[config.mk]
export PLATFORM = sky130hd
export DESIGN_NAME = gpio_irq_ctrl
export DESIGN_NICKNAME = d
export VERILOG_FILES = /design/src/rtl/gpio_irq_pkg.sv /design/src/rtl/gpio_in_sync.sv /design/src/rtl/gpio_irq_detect.sv /design/src/rtl/gpio_irq_ctrl.sv
export SDC_FILE = /design/constraint.sdc
export NUM_CORES = 1
export LEC_CHECK = 0
export BUFFER_PORTS_ARGS = -buffer_cell sky130_fd_sc_hd__buf_4
export CELL_PAD_IN_SITES_DETAIL_PLACEMENT = 1
export CELL_PAD_IN_SITES_GLOBAL_PLACEMENT = 1
export CORE_ASPECT_RATIO = 0.5
export CORE_MARGIN = 2
export CORE_UTILIZATION = 48
export CTS_BUF_LIST = sky130_fd_sc_hd__clkbuf_4
export CTS_CLUSTER_DIAMETER = 60
export CTS_CLUSTER_SIZE = 8
export DETAILED_ROUTE_END_ITERATION = 10
export PLACE_DENSITY_LB_ADDON = 0.2
export SKIP_LAST_GASP = 1
export SLEW_MARGIN = 20
export SYNTH_ARGS = -nofsm -noshare
export SYNTH_HDL_FRONTEND = slang
export SYNTH_SLANG_ARGS = --single-unit
[constraint.sdc]
create_clock -name clk -period 2.45 [get_ports clk]
set_input_delay 0 -clock clk [delete_from_list [all_inputs] [get_ports clk]]
set_output_delay 0 -clock clk [all_outputs]
set_load 0.02 [all_outputs]
[src/rtl/gpio_irq_pkg.sv]
package gpio_irq_pkg;

  // Word index of each register (byte offset / 4)
  typedef enum logic [3:0] {
    RG_VAL  = 4'd0,
    RG_DIR  = 4'd1,
    RG_IEN  = 4'd2,
    RG_RAW  = 4'd3,
    RG_PEND = 4'd4,
    RG_CLR  = 4'd5,
    RG_EDGE = 4'd6,
    RG_POL  = 4'd7,
    RG_VER  = 4'd8,
    RG_BOTH = 4'd9
  } gpio_reg_e;

  // First version that implements the any-transition trigger
  localparam int BOTH_MIN_VER = 3;

endpackage

[src/rtl/gpio_in_sync.sv]
module gpio_in_sync #(
  parameter int W = 32
) (
  input  logic         clk,
  input  logic         rst,
  input  logic [W-1:0] pin_i,
  output logic [W-1:0] sync_o,
  output logic [W-1:0] prev_o
);

  logic [W-1:0] meta_q;

  // Synchronizer flops carry no reset so they track the pads through reset.
  always_ff @(posedge clk) begin
    meta_q <= pin_i;
    sync_o <= meta_q;
    prev_o <= sync_o;
  end


  sync_delay_chk: assert property (@(posedge clk) disable iff (rst)
    sync_o == $past(pin_i, 2));


  prev_delay_chk: assert property (@(posedge clk) disable iff (rst)
    prev_o == $past(sync_o));

endmodule

[src/rtl/gpio_irq_detect.sv]
module gpio_irq_detect #(
  parameter int W = 32
) (
  input  logic         clk,
  input  logic         rst,
  input  logic [W-1:0] sync_i,
  input  logic [W-1:0] prev_i,
  input  logic [W-1:0] edge_i,
  input  logic [W-1:0] pol_i,
  input  logic [W-1:0] both_i,
  input  logic [W-1:0] clr_i,
  output logic [W-1:0] status_o
);

  logic [W-1:0] hit;

  for (genvar i = 0; i < W; i++) begin : g_pin
    logic h;
    always_comb begin
      if (!edge_i[i])
        h = ~(sync_i[i] ^ pol_i[i]);
      else if (both_i[i])
        h = sync_i[i] ^ prev_i[i];
      else if (pol_i[i])
        h = sync_i[i] & ~prev_i[i];
      else
        h = ~sync_i[i] & prev_i[i];
    end
    assign hit[i] = h;
  end

  always_ff @(posedge clk) begin
    if (rst) status_o <= '0;
    else     status_o <= (status_o & ~clr_i) | hit;
  end


  clear_only_chk: assert property (@(posedge clk) disable iff (rst)
    (($past(status_o) & ~status_o & ~$past(clr_i)) == '0));


  level_set_chk: assert property (@(posedge clk) disable iff (rst)
    ((status_o & ~$past(status_o) & ~$past(edge_i)
      & ($past(sync_i) ^ $past(pol_i))) == '0));


  edge_set_chk: assert property (@(posedge clk) disable iff (rst)
    ((status_o & ~$past(status_o) & $past(edge_i)
      & ~($past(sync_i) ^ $past(prev_i))) == '0));

endmodule

[src/rtl/gpio_irq_ctrl.sv]
module gpio_irq_ctrl
  import gpio_irq_pkg::*;
#(
  parameter int NPINS   = 32,
  parameter int ADDR_W  = 6,
  parameter int VERSION = 3
) (
  input  logic              clk,
  input  logic              rst,
  input  logic [ADDR_W-1:0] bus_addr,
  input  logic              bus_wr,
  input  logic [31:0]       bus_wdata,
  input  logic              bus_rd,
  output logic [31:0]       bus_rdata,
  input  logic [NPINS-1:0]  pin_in,
  output logic [NPINS-1:0]  pin_out,
  output logic [NPINS-1:0]  pin_oe,
  output logic              irq
);

  localparam int IW = ADDR_W - 2;
  localparam logic [IW-1:0] I_VAL  = IW'(RG_VAL);
  localparam logic [IW-1:0] I_DIR  = IW'(RG_DIR);
  localparam logic [IW-1:0] I_IEN  = IW'(RG_IEN);
  localparam logic [IW-1:0] I_RAW  = IW'(RG_RAW);
  localparam logic [IW-1:0] I_PEND = IW'(RG_PEND);
  localparam logic [IW-1:0] I_CLR  = IW'(RG_CLR);
  localparam logic [IW-1:0] I_EDGE = IW'(RG_EDGE);
  localparam logic [IW-1:0] I_POL  = IW'(RG_POL);
  localparam logic [IW-1:0] I_VER  = IW'(RG_VER);
  localparam logic [IW-1:0] I_BOTH = IW'(RG_BOTH);

  logic [IW-1:0]    widx;
  logic             aligned;
  logic [NPINS-1:0] wd;
  logic [NPINS-1:0] val_q, ien_q, edge_q, pol_q, both_q;
  logic [NPINS-1:0] dir_view, sync_v, prev_v, status_v, clr_v, pin_view;
  logic [31:0]      rd_word;

  assign widx    = bus_addr[ADDR_W-1:2];
  assign aligned = (bus_addr[1:0] == 2'b00);
  assign wd      = bus_wdata[NPINS-1:0];

  function automatic logic wsel(input logic [IW-1:0] idx);
    return bus_wr && aligned && (widx == idx);
  endfunction

  // Control registers; pin_oe is stored directly, direction reads its inverse
  always_ff @(posedge clk) begin
    if (rst) begin
      val_q  <= '0;
      pin_oe <= '1;
      ien_q  <= '0;
      edge_q <= '0;
      pol_q  <= '0;
    end else begin
      if (wsel(I_VAL))  val_q  <= wd;
      if (wsel(I_DIR))  pin_oe <= ~wd;
      if (wsel(I_IEN))  ien_q  <= wd;
      if (wsel(I_EDGE)) edge_q <= wd;
      if (wsel(I_POL))  pol_q  <= wd;
    end
  end

  if (VERSION >= BOTH_MIN_VER) begin : g_both
    always_ff @(posedge clk) begin
      if (rst)               both_q <= '0;
      else if (wsel(I_BOTH)) both_q <= wd;
    end
  end else begin : g_no_both
    assign both_q = '0;
  end

  assign pin_out  = val_q;
  assign dir_view = ~pin_oe;
  assign clr_v    = wsel(I_CLR) ? wd : '0;
  assign pin_view = (dir_view & sync_v) | (pin_oe & val_q);

  gpio_in_sync #(.W(NPINS)) u_sync (
    .clk    (clk),
    .rst    (rst),
    .pin_i  (pin_in),
    .sync_o (sync_v),
    .prev_o (prev_v)
  );

  gpio_irq_detect #(.W(NPINS)) u_detect (
    .clk      (clk),
    .rst      (rst),
    .sync_i   (sync_v),
    .prev_i   (prev_v),
    .edge_i   (edge_q),
    .pol_i    (pol_q),
    .both_i   (both_q),
    .clr_i    (clr_v),
    .status_o (status_v)
  );

  always_comb begin
    rd_word = '0;
    if (aligned) begin
      case (widx)
        I_VAL:   rd_word = 32'(pin_view);
        I_DIR:   rd_word = 32'(dir_view);
        I_IEN:   rd_word = 32'(ien_q);
        I_RAW:   rd_word = 32'(status_v);
        I_PEND:  rd_word = 32'(status_v & ien_q);
        I_EDGE:  rd_word = 32'(edge_q);
        I_POL:   rd_word = 32'(pol_q);
        I_VER:   rd_word = 32'(VERSION);
        I_BOTH:  rd_word = 32'(both_q);
        default: rd_word = '0;
      endcase
    end
  end

  always_ff @(posedge clk) begin
    if (rst) begin
      bus_rdata <= '0;
      irq       <= 1'b0;
    end else begin
      if (bus_rd) bus_rdata <= rd_word;
      irq <= |(status_v & ien_q);
    end
  end


  irq_src_chk: assert property (@(posedge clk) disable iff (rst)
    irq |-> $past(|ien_q));


  oe_write_chk: assert property (@(posedge clk) disable iff (rst)
    $past(bus_wr && aligned && widx == I_DIR) |-> pin_oe == ~$past(wd));


  ver_read_chk: assert property (@(posedge clk) disable iff (rst)
    $past(bus_rd && aligned && widx == I_VER) |-> bus_rdata == 32'(VERSION));

endmodule

==> impl_metrics.json <==
{
  "dieArea_mm2": 0.03412,
  "die_x_um": 259.2,
  "ys_seq_elements": 353,
  "relSlewSlack": 0.4721,
  "drc_errors": 0,
  "dp.cells": 2405,
  "ir_drop_mv": 0.3626,
  "path_depth": 10,
  "period_needed_ps": 2366,
  "hp-start": "bus_addr[4]",
  "yosysSeqAreaShare": 0.4520,
  "syn2layout_area_growth_pct": 21.59,
  "layout_common_cells": "nand2_1, dfxtp_1, buf_4",
  "synth_enable_flop_cells": 0,
  "fmax_mhz": 422.6,
  "rsz0062_at_grt": "false",
  "setup_viol": 0,
  "synthesis.nets": 1982,
  "die_height_um": 131.6,
  "critPathKind": "in -> reg",
  "syn-mean-instance-area_um2": 8.478,
  "antenna_found_initial": 3,
  "r2r-start": "pol_q[24]",
  "leakagePower_nw": 7.622,
  "grt_pass1_vias": 16060,
  "place.gp.congestion": 0.9894,
  "fill_cells": 3819,
  "hold_viol_final": 0,
  "overflow": 0,
  "min_to": "bus_rdata[31]",
  "cpLargestDelayFamily": "buffers and inverters",
  "via_per_inst": 6.133,
  "worstSetupStartpointType": "primary input",
  "r2r_end": "bus_rdata[24]",
  "crit_path_end_kind": "flop",
  "cts_setup_buffers": 0,
  "async_flop_share": 0,
  "drt_wl_total_mm": 62.67,
  "multi_input_area_mm2": 0.007805,
  "numCtsBuffers": 50,
  "htreeDepth": 2,
  "clock_latency_ps": 760,
  "tns_ps": 0,
  "stdcell_count": 2573,
  "ys.warnings.count": 0,
  "power.density_mw_per_mm2": 536.5,
  "grt.total_usage": 0.3614,
  "clock-sinks": 353,
  "cts_tree": "built",
  "grt_pass1_wl_mm": 95.22,
  "required_ps": 3110,
  "regToRegSetupSlack_ps": 150,
  "cts_buffer_depth": 3,
  "min_path_cells": 4,
  "seq_area_mm2": 0.007067,
  "netlist_instances": 1844,
  "crit_chain": "dlygate4sd3_1 > buf_4 > buf_4 > nand2b_1 > nor2_2 > nand3_1 > buf_4 > nand2_1 > a21oi_1 > dlygate4sd3_1",
  "synth_area_mm2": 0.01563,
  "min_path_type": "in -> reg",
  "worst_r2r_path_depth": 6,
  "critPathMostFrequentCell": "buf_4",
  "nNetsFinal": 2275,
  "drtAntennaViolNets": 0,
  "start_util": 0.4903,
  "hpwl_mm": 42.39,
  "vias": 15780,
  "cts_root_buffer": "clkbuf_4",
  "max_slew.worst_pin.slew_ps": 788.3,
  "num_rows": 46,
  "synthFlopType": "dfxtp_1",
  "drive_above_1_share": 0.1626,
  "clk_pin_slew_worst_paths_ps": 110,
  "slowest_stage": "dlygate4sd3_1",
  "initialDrtViolationCount": 1682,
  "drv_slew": 0,
  "crit_arrival_ps": 3020,
  "min_period_over_period": 0.9657,
  "cp_slowest_stage_delay_ps": 580,
  "skew_ps": 37.38,
  "dr.pass1.iters": 8,
  "status": "completed",
  "worstPathMaxFanout": 22,
  "final_common_cell": "nand2_1",
  "num_io_pins": 171,
  "io_buffers": 170,
  "synth_cell_type_count": 67,
  "max_cap_viol_count": 0,
  "critPathBufInv": 5,
  "grt_max_degree": 57,
  "fp.coreArea_mm2": 0.03189,
  "wl_per_cell_um": 24.36
}
## Yosys cell counts (all sizes together) (3+ instances only)
cell type | n | area [µm²]
nand2 | 446 | 1677
dfxtp | 353 | 7067
a21oi | 230 | 1151
nor2 | 144 | 550.5
inv | 69 | 259.0
ha | 64 | 800.8
buf | 60 | 360.3
a221oi | 49 | 616.8
clkbuf | 46 | 172.7
o21ai | 43 | 215.2
a211oi | 41 | 307.8
nor2b | 40 | 250.2
a211o | 33 | 289.0
xor2 | 32 | 280.3
mux2i | 31 | 310.3
a22oi | 18 | 135.1
nand3 | 16 | 80.08
nor3 | 12 | 81.33
o22ai | 12 | 75.07
a22o | 11 | 96.34
a2111oi | 8 | 70.07
a32oi | 8 | 70.07
a32o | 6 | 60.06
nor3b | 6 | 55.05
o2bb2ai | 6 | 52.55
o221ai | 5 | 43.79
nand4 | 4 | 25.02
nor4 | 4 | 61.31
o32ai | 4 | 35.03
a31oi | 3 | 18.77
and2 | 3 | 18.77
mux2 | 3 | 33.78
nand2b | 3 | 21.27
o211ai | 3 | 22.52
## registers in the layout (all words and copies together), names as in the netlist, 32 cells and up
| name | cells |
|---|---|
| both_q | 32 |
| bus_rdata | 32 |
| edge_q | 32 |
| ien_q | 32 |
| pin_oe | 32 |
| pin_out | 32 |
| pol_q | 32 |
| u_detect.status_o | 32 |
| u_sync.meta_q | 32 |
| u_sync.prev_o | 32 |
| u_sync.sync_o | 32 |
## cell families after synthesis
kind of cell / after synthesis / share of synthesized area
buf+inv: 177 / 0.05114
simple gates: 691 / 0.1881
mux: 36 / 0.02489
fa+ha+maj: 64 / 0.05122
flops: 353 / 0.4520
compound gates: 491 / 0.2147
xor+xnor: 32 / 0.01793
## routing by layer
metal,GRT usage,share of wire
met3,0.1017,0.11
met1,0.4859,0.42
met5,0,0
met4,0.1277,0.033
met2,0.5538,0.44
## worst max-delay path by stage
stage / start / end / slack (ps)
floorplan: u_sync.sync_o[1] / u_detect.status_o[1] / 1040
global placement: bus_addr[4] / bus_rdata[30] / 290
detailed placement: bus_addr[4] / bus_rdata[30] / 220
CTS: bus_addr[3] / bus_rdata[24] / 60
global route: bus_addr[3] / bus_rdata[24] / 70
finish: bus_addr[5] / ien_q[15] / 80
## worst register-to-register path, stage by stage (launching register included)
cell and delay (ps):
dfxtp_1 470, a2bb2oi_1 120, o21ai_0 190, nand2_1 70, dlygate4sd3_1 570, a221oi_1 250
dlygate4sd3_1 580
## cell type report
type                       count  area share
clock buffer                  54     0.02133
sequential                   353      0.3717
tap                          432     0.02843
multi-input combinational   1314      0.4106
clock inverter                 1   0.0004607
inverter                      71     0.01402
antenna                        1   0.0001316
timing repair buffer         347      0.1533
## report_power, final
part           switching (mW)  internal [mW]
sequential              0.160           5.87
combinational           0.611          0.435
clock                    2.11           1.01
## per-stage QoR
step	hold WS (ps)	instance area, µm²	utilization	setup slack [ps]	power [mW]
after floorplan	27.72	15630	-	1040	6.573
after global placement	104.4	17460	0.5476	287.7	6.984
after detailed placement	105.4	17460	0.5477	217.6	7.020
after CTS	18.04	19000	0.5958	59.32	10.15
final	59.23	19010	0.5962	83.92	10.20
after global routing	59.61	19010	0.5962	67.68	10.55
## repair_timing
action / in CTS / in global routing
hold buffers: 112 / 0
hold endpoints to repair: 289 / 0
setup endpoints to repair: 0 / 2
gates resized for setup: 0 / 2
No activity file was read; power rests on OpenSTA's default activity.
